## config.mk

```make
export PLATFORM = sky130hd
export DESIGN_NAME = rv_ctrl_decode
export DESIGN_NICKNAME = d
export VERILOG_FILES = /design/src/rtl/rvcd_pkg.sv /design/src/rtl/rvcd_classify.sv /design/src/rtl/rvcd_alu_op.sv /design/src/rtl/rvcd_branch.sv /design/src/rtl/rv_ctrl_decode.sv
export SDC_FILE = /design/constraint.sdc
export NUM_CORES = 1
export LEC_CHECK = 0
export BUFFER_PORTS_ARGS = -buffer_cell sky130_fd_sc_hd__buf_2
export CAP_MARGIN = 5
export CORE_MARGIN = 8
export CORE_UTILIZATION = 30
export DETAILED_ROUTE_END_ITERATION = 8
export PLACE_DENSITY = 0.81
export REMOVE_ABC_BUFFERS = 1
export SLEW_MARGIN = 20
export SYNTH_ARGS = -nofsm -noshare
export SYNTH_HDL_FRONTEND = slang
export SYNTH_HIERARCHICAL = 1
export SYNTH_SLANG_ARGS = --single-unit
```

## constraint.sdc

```tcl
create_clock -name vclk -period 3.1
set_clock_uncertainty 0.1 [all_clocks]
set_input_delay 0.62 -clock vclk [all_inputs]
set_output_delay 0.62 -clock vclk [all_outputs]
set_load 0.005 [all_outputs]
```

## src/rtl/rvcd_pkg.sv

```systemverilog
package rvcd_pkg;

   // Major opcodes of the supported subset
   localparam logic [6:0] OPC_REG    = 7'b0110011;
   localparam logic [6:0] OPC_OPIMM  = 7'b0010011;
   localparam logic [6:0] OPC_LOAD   = 7'b0000011;
   localparam logic [6:0] OPC_STORE  = 7'b0100011;
   localparam logic [6:0] OPC_BRANCH = 7'b1100011;
   localparam logic [6:0] OPC_JALR   = 7'b1100111;
   localparam logic [6:0] OPC_JAL    = 7'b1101111;
   localparam logic [6:0] OPC_LUI    = 7'b0110111;
   localparam logic [6:0] OPC_AUIPC  = 7'b0010111;

   // Native widths of the decoded fields
   localparam int unsigned OPC_W    = 7;
   localparam int unsigned F3_W     = 3;
   localparam int unsigned ALU_CODE_W = 4;
   localparam int unsigned IMM_CODE_W = 3;
   localparam int unsigned WB_CODE_W  = 2;

   localparam logic [ALU_CODE_W-1:0] ALU_CODE_ADD   = 4'b0000;
   localparam logic [ALU_CODE_W-1:0] ALU_CODE_PASSB = 4'b1111;
   localparam logic [F3_W-1:0]       F3_SHIFT_RIGHT = 3'b101;

   typedef enum logic [3:0] {
      CL_NONE,
      CL_REG,
      CL_OPIMM,
      CL_LOAD,
      CL_STORE,
      CL_BRANCH,
      CL_JALR,
      CL_JAL,
      CL_LUI,
      CL_AUIPC
   } iclass_e;

   typedef enum logic [IMM_CODE_W-1:0] {
      IMM_I = 3'd0,
      IMM_S = 3'd1,
      IMM_B = 3'd2,
      IMM_J = 3'd3,
      IMM_U = 3'd4
   } imm_kind_e;

   typedef enum logic [WB_CODE_W-1:0] {
      WB_MEM  = 2'd0,
      WB_ALU  = 2'd1,
      WB_LINK = 2'd2
   } wb_src_e;

   typedef enum logic [1:0] {
      AM_ADD,
      AM_REG,
      AM_IMM,
      AM_PASSB
   } alu_mode_e;

   // One row of static control per instruction class
   typedef struct packed {
      logic      jump;
      imm_kind_e imm;
      logic      reg_wen;
      logic      a_pc;
      logic      b_imm;
      logic      mem_wr;
      wb_src_e   wb;
      alu_mode_e alu_mode;
   } ctrl_row_t;

   localparam ctrl_row_t ROW_QUIET = '{
      jump: 1'b0, imm: IMM_I, reg_wen: 1'b0, a_pc: 1'b0, b_imm: 1'b0,
      mem_wr: 1'b0, wb: WB_MEM, alu_mode: AM_ADD};

endpackage

```

## src/rtl/rvcd_classify.sv

```systemverilog
module rvcd_classify
   import rvcd_pkg::*;
(
   input  logic [OPC_W-1:0] opcode_i,
   output iclass_e          class_o
);

   always_comb begin
      unique case (opcode_i)
         OPC_REG:    class_o = CL_REG;
         OPC_OPIMM:  class_o = CL_OPIMM;
         OPC_LOAD:   class_o = CL_LOAD;
         OPC_STORE:  class_o = CL_STORE;
         OPC_BRANCH: class_o = CL_BRANCH;
         OPC_JALR:   class_o = CL_JALR;
         OPC_JAL:    class_o = CL_JAL;
         OPC_LUI:    class_o = CL_LUI;
         OPC_AUIPC:  class_o = CL_AUIPC;
         default:    class_o = CL_NONE;
      endcase
   end

endmodule

```

## src/rtl/rvcd_alu_op.sv

```systemverilog
module rvcd_alu_op
   import rvcd_pkg::*;
(
   input  alu_mode_e              mode_i,
   input  logic [F3_W-1:0]        funct3_i,
   input  logic                   alt_i,
   output logic [ALU_CODE_W-1:0]  alu_code_o
);

   logic imm_alt;

   // With an immediate operand only the right shifts carry a variant in bit 30;
   // elsewhere that bit belongs to the immediate value.
   assign imm_alt = (funct3_i == F3_SHIFT_RIGHT) & alt_i;

   always_comb begin
      unique case (mode_i)
         AM_REG:   alu_code_o = {alt_i, funct3_i};
         AM_IMM:   alu_code_o = {imm_alt, funct3_i};
         AM_PASSB: alu_code_o = ALU_CODE_PASSB;
         default:  alu_code_o = ALU_CODE_ADD;
      endcase
   end

endmodule

```

## src/rtl/rvcd_branch.sv

```systemverilog
module rvcd_branch
   import rvcd_pkg::*;
(
   input  logic            is_branch_i,
   input  logic [F3_W-1:0] funct3_i,
   input  logic            eq_i,
   input  logic            lt_i,
   output logic            taken_o,
   output logic            unsigned_o
);

   logic cond;

   // funct3[2] picks the less-than family, funct3[0] inverts the test,
   // funct3[1] picks unsigned; 010 and 011 have no branch meaning.
   always_comb begin
      unique case (funct3_i)
         3'b000:  cond = eq_i;
         3'b001:  cond = ~eq_i;
         3'b100,
         3'b110:  cond = lt_i;
         3'b101,
         3'b111:  cond = ~lt_i;
         default: cond = 1'b0;
      endcase
   end

   assign taken_o    = is_branch_i & cond;
   assign unsigned_o = is_branch_i & funct3_i[1];

endmodule

```

## src/rtl/rv_ctrl_decode.sv

```systemverilog
module rv_ctrl_decode
   import rvcd_pkg::*;
#(
   parameter int unsigned INST_W    = 32,
   parameter int unsigned IMM_SEL_W = 3,
   parameter int unsigned ALU_SEL_W = 4,
   parameter int unsigned WB_SEL_W  = 2
) (
   input  logic [INST_W-1:0]    inst_i,
   input  logic                 br_eq_i,
   input  logic                 br_lt_i,
   output logic                 pc_sel_o,
   output logic [IMM_SEL_W-1:0] imm_sel_o,
   output logic                 reg_wen_o,
   output logic                 br_unsigned_o,
   output logic                 a_sel_o,
   output logic                 b_sel_o,
   output logic [ALU_SEL_W-1:0] alu_sel_o,
   output logic                 mem_write_o,
   output logic [WB_SEL_W-1:0]  wb_sel_o
);

   localparam int unsigned F3_LSB  = OPC_W + 5;
   localparam int unsigned ALT_BIT = INST_W - 2;
   localparam int unsigned ALU_PAD = ALU_SEL_W - ALU_CODE_W;

   // Elaboration-time parameter checks
   generate
      if (INST_W != 32) begin : g_bad_inst_w
         $error("rv_ctrl_decode: INST_W must be 32");
      end
      if (IMM_SEL_W < IMM_CODE_W) begin : g_bad_imm_w
         $error("rv_ctrl_decode: IMM_SEL_W too narrow");
      end
      if (ALU_SEL_W < ALU_CODE_W) begin : g_bad_alu_w
         $error("rv_ctrl_decode: ALU_SEL_W too narrow");
      end
      if (WB_SEL_W < WB_CODE_W) begin : g_bad_wb_w
         $error("rv_ctrl_decode: WB_SEL_W too narrow");
      end
   endgenerate

   logic [OPC_W-1:0]      opcode;
   logic [F3_W-1:0]       funct3;
   logic                  alt_bit;
   iclass_e               iclass;
   ctrl_row_t             row;
   logic                  br_taken;
   logic                  br_unsigned;
   logic [ALU_CODE_W-1:0] alu_code;
   logic                  unused_inst_bits;

   assign opcode  = inst_i[OPC_W-1:0];
   assign funct3  = inst_i[F3_LSB +: F3_W];
   assign alt_bit = inst_i[ALT_BIT];
   assign unused_inst_bits = ^{inst_i[INST_W-1], inst_i[ALT_BIT-1:F3_LSB+F3_W],
                               inst_i[F3_LSB-1:OPC_W]};

   rvcd_classify u_classify (
      .opcode_i (opcode),
      .class_o  (iclass)
   );

   // Static control row per class
   always_comb begin
      row = ROW_QUIET;
      unique case (iclass)
         CL_REG: begin
            row.reg_wen  = 1'b1;
            row.wb       = WB_ALU;
            row.alu_mode = AM_REG;
         end
         CL_OPIMM: begin
            row.imm      = IMM_I;
            row.reg_wen  = 1'b1;
            row.b_imm    = 1'b1;
            row.wb       = WB_ALU;
            row.alu_mode = AM_IMM;
         end
         CL_LOAD: begin
            row.imm      = IMM_I;
            row.reg_wen  = 1'b1;
            row.b_imm    = 1'b1;
            row.wb       = WB_MEM;
         end
         CL_STORE: begin
            row.imm      = IMM_S;
            row.b_imm    = 1'b1;
            row.mem_wr   = 1'b1;
         end
         CL_BRANCH: begin
            row.imm      = IMM_B;
            row.a_pc     = 1'b1;
            row.b_imm    = 1'b1;
         end
         CL_JALR: begin
            row.jump     = 1'b1;
            row.imm      = IMM_I;
            row.reg_wen  = 1'b1;
            row.b_imm    = 1'b1;
            row.wb       = WB_LINK;
         end
         CL_JAL: begin
            row.jump     = 1'b1;
            row.imm      = IMM_J;
            row.reg_wen  = 1'b1;
            row.a_pc     = 1'b1;
            row.b_imm    = 1'b1;
            row.wb       = WB_LINK;
         end
         CL_LUI: begin
            row.imm      = IMM_U;
            row.reg_wen  = 1'b1;
            row.b_imm    = 1'b1;
            row.wb       = WB_ALU;
            row.alu_mode = AM_PASSB;
         end
         CL_AUIPC: begin
            row.imm      = IMM_U;
            row.reg_wen  = 1'b1;
            row.a_pc     = 1'b1;
            row.b_imm    = 1'b1;
            row.wb       = WB_ALU;
         end
         default: row = ROW_QUIET;
      endcase
   end

   rvcd_alu_op u_alu_op (
      .mode_i     (row.alu_mode),
      .funct3_i   (funct3),
      .alt_i      (alt_bit),
      .alu_code_o (alu_code)
   );

   rvcd_branch u_branch (
      .is_branch_i (iclass == CL_BRANCH),
      .funct3_i    (funct3),
      .eq_i        (br_eq_i),
      .lt_i        (br_lt_i),
      .taken_o     (br_taken),
      .unsigned_o  (br_unsigned)
   );

   assign pc_sel_o      = row.jump | br_taken;
   assign imm_sel_o     = IMM_SEL_W'(row.imm);
   assign reg_wen_o     = row.reg_wen;
   assign br_unsigned_o = br_unsigned;
   assign a_sel_o       = row.a_pc;
   assign b_sel_o       = row.b_imm;
   assign mem_write_o   = row.mem_wr;
   assign wb_sel_o      = WB_SEL_W'(row.wb);

   // Wider ALU select buses carry the native code zero-extended
   generate
      if (ALU_PAD == 0) begin : g_alu_native
         assign alu_sel_o = alu_code;
      end else begin : g_alu_padded
         assign alu_sel_o = {{ALU_PAD{1'b0}}, alu_code};
      end
   endgenerate

endmodule

```

* After elaboration in Yosys (flattened, before gate mapping) *
Cells that the tools add are included.

storage, ports and cells
  bits in registers = 0
  output and inout bits = 15
  bits of input ports = 34
  logic and storage cells = 52

operators by class
  bitwise gates (word level) = 6
  equal/unequal tests = 26
  reduce and logical (&&, ||, !) cells = 9
  muxes and demuxes = 11

operators with widths
  cell                                                                    count
  4-bit one-hot mux with 9 select lines                                   1
  7-bit by 6-bit equality test with 1-bit output (second input constant)  3
  7-bit equality test (second input constant)                             3
  4-bit by 3-bit equality test with 1-bit output (second input constant)  4
  7-bit by 5-bit equality test with 1-bit output (second input constant)  2
  3-bit equality test (second input constant)                             4
  3-bit one-hot mux with 4 select lines                                   1
  4-bit one-hot mux with 3 select lines                                   1
  4-bit by 2-bit equality test with 1-bit output (second input constant)  2
  4-bit equality test (second input constant)                             2
  2-bit OR reduction                                                      4
  8-bit OR reduction                                                      1
  7-bit by 2-bit equality test with 1-bit output (second input constant)  1
  7-bit OR reduction                                                      1
  2-bit one-hot mux with 3 select lines                                   1
  1-bit two-way mux                                                       5
  2-bit equality test (second input constant)                             2
  4-bit by 1-bit equality test with 1-bit output (second input constant)  1
  1-bit one-hot mux with 4 select lines                                   1
  2-bit one-hot mux with 2 select lines                                   1
  4-bit OR reduction                                                      1
  1-bit bitwise AND                                                       3
  3-bit by 1-bit equality test with 1-bit output (second input constant)  1
  3-bit logical NOT                                                       1
  other kinds (4)                                                         5

* Logic depth before layout (Yosys ltp) *
  depth in word-level cells = 6
  gate-level depth with buffers = 9
  depth with buffers taken out = 7

* Hierarchy *
The synthesis kept the hierarchy.

modules (own cells, without submodules)
  module          cells each  sequential area each (sq um)  area each (sq um)  instances
  rv_ctrl_decode  29          0.0                           220.2              1
  rvcd_classify   17          0.0                           116.4              1
  rvcd_alu_op     6           0.0                           50.0               1
  rvcd_branch     6           0.0                           41.3               1

* Worst setup path after synthesis *
OpenSTA, ideal clock, no wires.

  path type = input-to-output
  from = in inst_i[2]
  to = out alu_sel_o[3]
  data required time = 2.380 ns
  path buffers = 2
  slack = 0.106 ns
  data arrival time = 2.274 ns
  stages = 8
  cells stage by stage = buf_6 > or4_1 > a21oi_1 > buf_6 > xnor2_1 > nor3_1 > nand4_1 > o21ai_1

RTL lines
  element          RTL line              source
  start, declared  rv_ctrl_decode.sv:9   input logic [INST_W-1:0] inst_i,
  end, declared    rv_ctrl_decode.sv:18  output logic [ALU_SEL_W-1:0] alu_sel_o,

* Final worst setup path *
  from = in inst_i[5]
  to = out wb_sel_o[0]

on the way
  longest elaborated chain between the ends = 5
  elaborated cells on any way between the ends = 19
  those cells by class = eq/ne (15); mux (2); reduce/logical (2)

ends and longest elaborated chain
  element                                                                           RTL line              source
  7-bit by 5-bit equality test with 1-bit output (tied with other cells)            rvcd_classify.sv:9    unique case (opcode_i)
  4-bit one-hot mux with 9 select lines *                                           rvcd_classify.sv:9
  net iclass[1]                                                                     rv_ctrl_decode.sv:46  iclass_e iclass;
  4-bit equality test (tied with other cells)                                       rv_ctrl_decode.sv:67  unique case (iclass)
  4-bit OR reduction (no source line) / 2-bit OR reduction (equally long branches)  --
  2-bit one-hot mux with 2 select lines *                                           rv_ctrl_decode.sv:67
  end, declared                                                                     rv_ctrl_decode.sv:20  output logic [WB_SEL_W-1:0] wb_sel_o

Mark *: on every way through the listed nets, which the timed path passes. The rest lies on a longest branch.

==> flow_metrics.tcl <==
set metrics [dict create \
    status "completed" \
    grt_pass1_wl_mm 1.91 \
    ctsResizeCount 0 \
    drive_gt1_frac 0.512 \
    postCtsHoldBufs 0 \
    drt_iter0_markers 3 \
    diodes 0 \
    grt_max_degree 10 \
    antenna_found_initial 0 \
    power_mw 0.0450 \
    rsz0062_at_grt "no" \
    synth.largest_area_cell "xnor2_1" \
    seq_cells 0 \
    setup_ws_ns 0.126 \
    core_area_sq_um 1320 \
    initial_utilization 0.325 \
    start_kind "primary input" \
    setup_viol 0 \
    relSlewSlack 0.802 \
    fin_crit_sh 0.959 \
    cellLeakagePower_nw 0.299 \
    synth_area_sq_um 428 \
    fillerInstances 141 \
    finalMaxSlewViolations 0 \
    ys_types 32 \
    path_max_fanout 6 \
    period_needed_ns 2.97 \
    cap_violations 0 \
    portBuffers 28 \
    dieWidth_um 53.8 \
    grt_pass1_vias 465 \
    place_ws_ns 0.111 \
    rows 13 \
    post-cts-setup-buffer-count 0 \
    crit_type "primary input to output pin" \
    finalHoldViolCount 0 \
    min_from "inst_i[13]" \
    vias_per_cell 5.00 \
    endpoint_kind "output pin" \
    min_path_type "primary input to output pin" \
    worst_slew_pin_slew_ns 0.293 \
    hold_depth 3 \
    grtUsageTotal 0.0785 \
    worstPathRequired_ns 2.38 \
    hpwlAfterDp_mm 1.03 \
    area.growth.synth_to_final_pct 36.5 \
    nets 122 \
    synth_top_area_frac 0.102 \
    wirelength_mm 1.23 \
    whs_ns 1.47 \
    fmax_mhz 336 \
    io_pins 49 \
    peakVddDrop_uv 38.8 \
    drc 0 \
    pwr_density_cell_nw_per_um2 77.1 \
    antenna_left 0 \
    ys_seq_area_frac 0 \
    vias 505 \
    wire_per_inst_um 12.2 \
    startpoint "inst_i[5]" \
    nClkBuffers 0 \
    cp-endpoint "wb_sel_o[0]" \
    register_area_sq_um 0 \
    yosysWarnings 6 \
    die_y_um 53.8 \
    gp_congestion 0.749 \
    die-area_sq_um 2890 \
    grt_overflow 0 \
    ys_top_cells_by_area "xnor2_1 10%, buf_4 8.8%, buf_6 7.9%, maj3_2 7.9%, nand4b_1 6.1%" \
    synthCells 58 \
    critPathArrivalTime_ns 2.25 \
    syn_avg_cell_area_sq_um 7.38 \
    dr.pass1.iters 3 \
]
==> worst min-delay path by stage <==
stage,to
after floorplan,alu_sel_o[3]
after global placement,alu_sel_o[3]
after detailed placement,alu_sel_o[3]
after CTS,alu_sel_o[3]
after global routing,alu_sel_o[3]
final,alu_sel_o[3]
==> metrics by stage <==
| step | std cells | TNS [ns] | util | instance area [sq um] |
|---|---|---|---|---|
| after floorplan | 49 | -0.591 | - | 349 |
| after global placement | 101 | 0 | 0.437 | 576 |
| after detailed placement | 101 | 0 | 0.437 | 576 |
| after CTS | 101 | 0 | 0.437 | 576 |
| after global routing | 101 | 0 | 0.443 | 584 |
| final | 101 | 0 | 0.443 | 584 |
==> layout by cell type (no fill, tap or decap), types with 2 or more instances in the layout <==
master,instances
buf_4,9
nor2_1,5
buf_2,28
nand2b_1,2
and2_1,3
nand2_1,2
nand4b_1,3
xnor2_1,5
nor3_1,3
maj3_2,3
==> where the power goes <==
part	switching (mW)	internal, mW
Sequential	0	0
Clock	0	0
Combinational	0.0219	0.0231
Total	0.0219	0.0231
==> critical path, cell delays in order <==
cell and delay [ns]:
buf_2 0.13, or4_1 0.54, a21oi_2 0.19, buf_4 0.15, or4b_4 0.45, o21ai_2 0.06, buf_2 0.12
==> layout make-up <==
type | instances | area [sq um] | share of cell area
repair buffers | 37 | 208 | 0.355
well taps | 15 | 18.8 | 0.0321
multi-input cells | 49 | 358 | 0.612
==> Yosys cell counts, drive strengths merged (2+ instances only) <==
library cell,number
a21oi,2
and2,3
buf,8
maj3,3
nand2,2
nand2b,2
nand4b,3
nor2,5
nor3,3
nor3b,2
o21ai,3
xnor2,5
==> per-layer routing <==
metal | global-route usage | vias up | wire (um)
met5 | 0 | - | 0
met4 | 0 | 0 | 0
met3 | 0.00826 | 0 | 80
met2 | 0.160 | 10 | 672
met1 | 0.0878 | 227 | 475
li1 | - | 268 | -
==> cells by family (layout without fill, tap and decap cells) <==
| family | after synthesis | after routing | share of synthesized area |
|---|---|---|---|
| compound gates | 11 | 11 | 0.178 |
| simple gates | 28 | 28 | 0.412 |
| mux | 1 | 1 | 0.0234 |
| buf+inv | 9 | 37 | 0.184 |
| fa+ha+maj | 3 | 3 | 0.0789 |
| xor+xnor | 6 | 6 | 0.123 |
No activity file was read; power rests on OpenSTA's default activity.
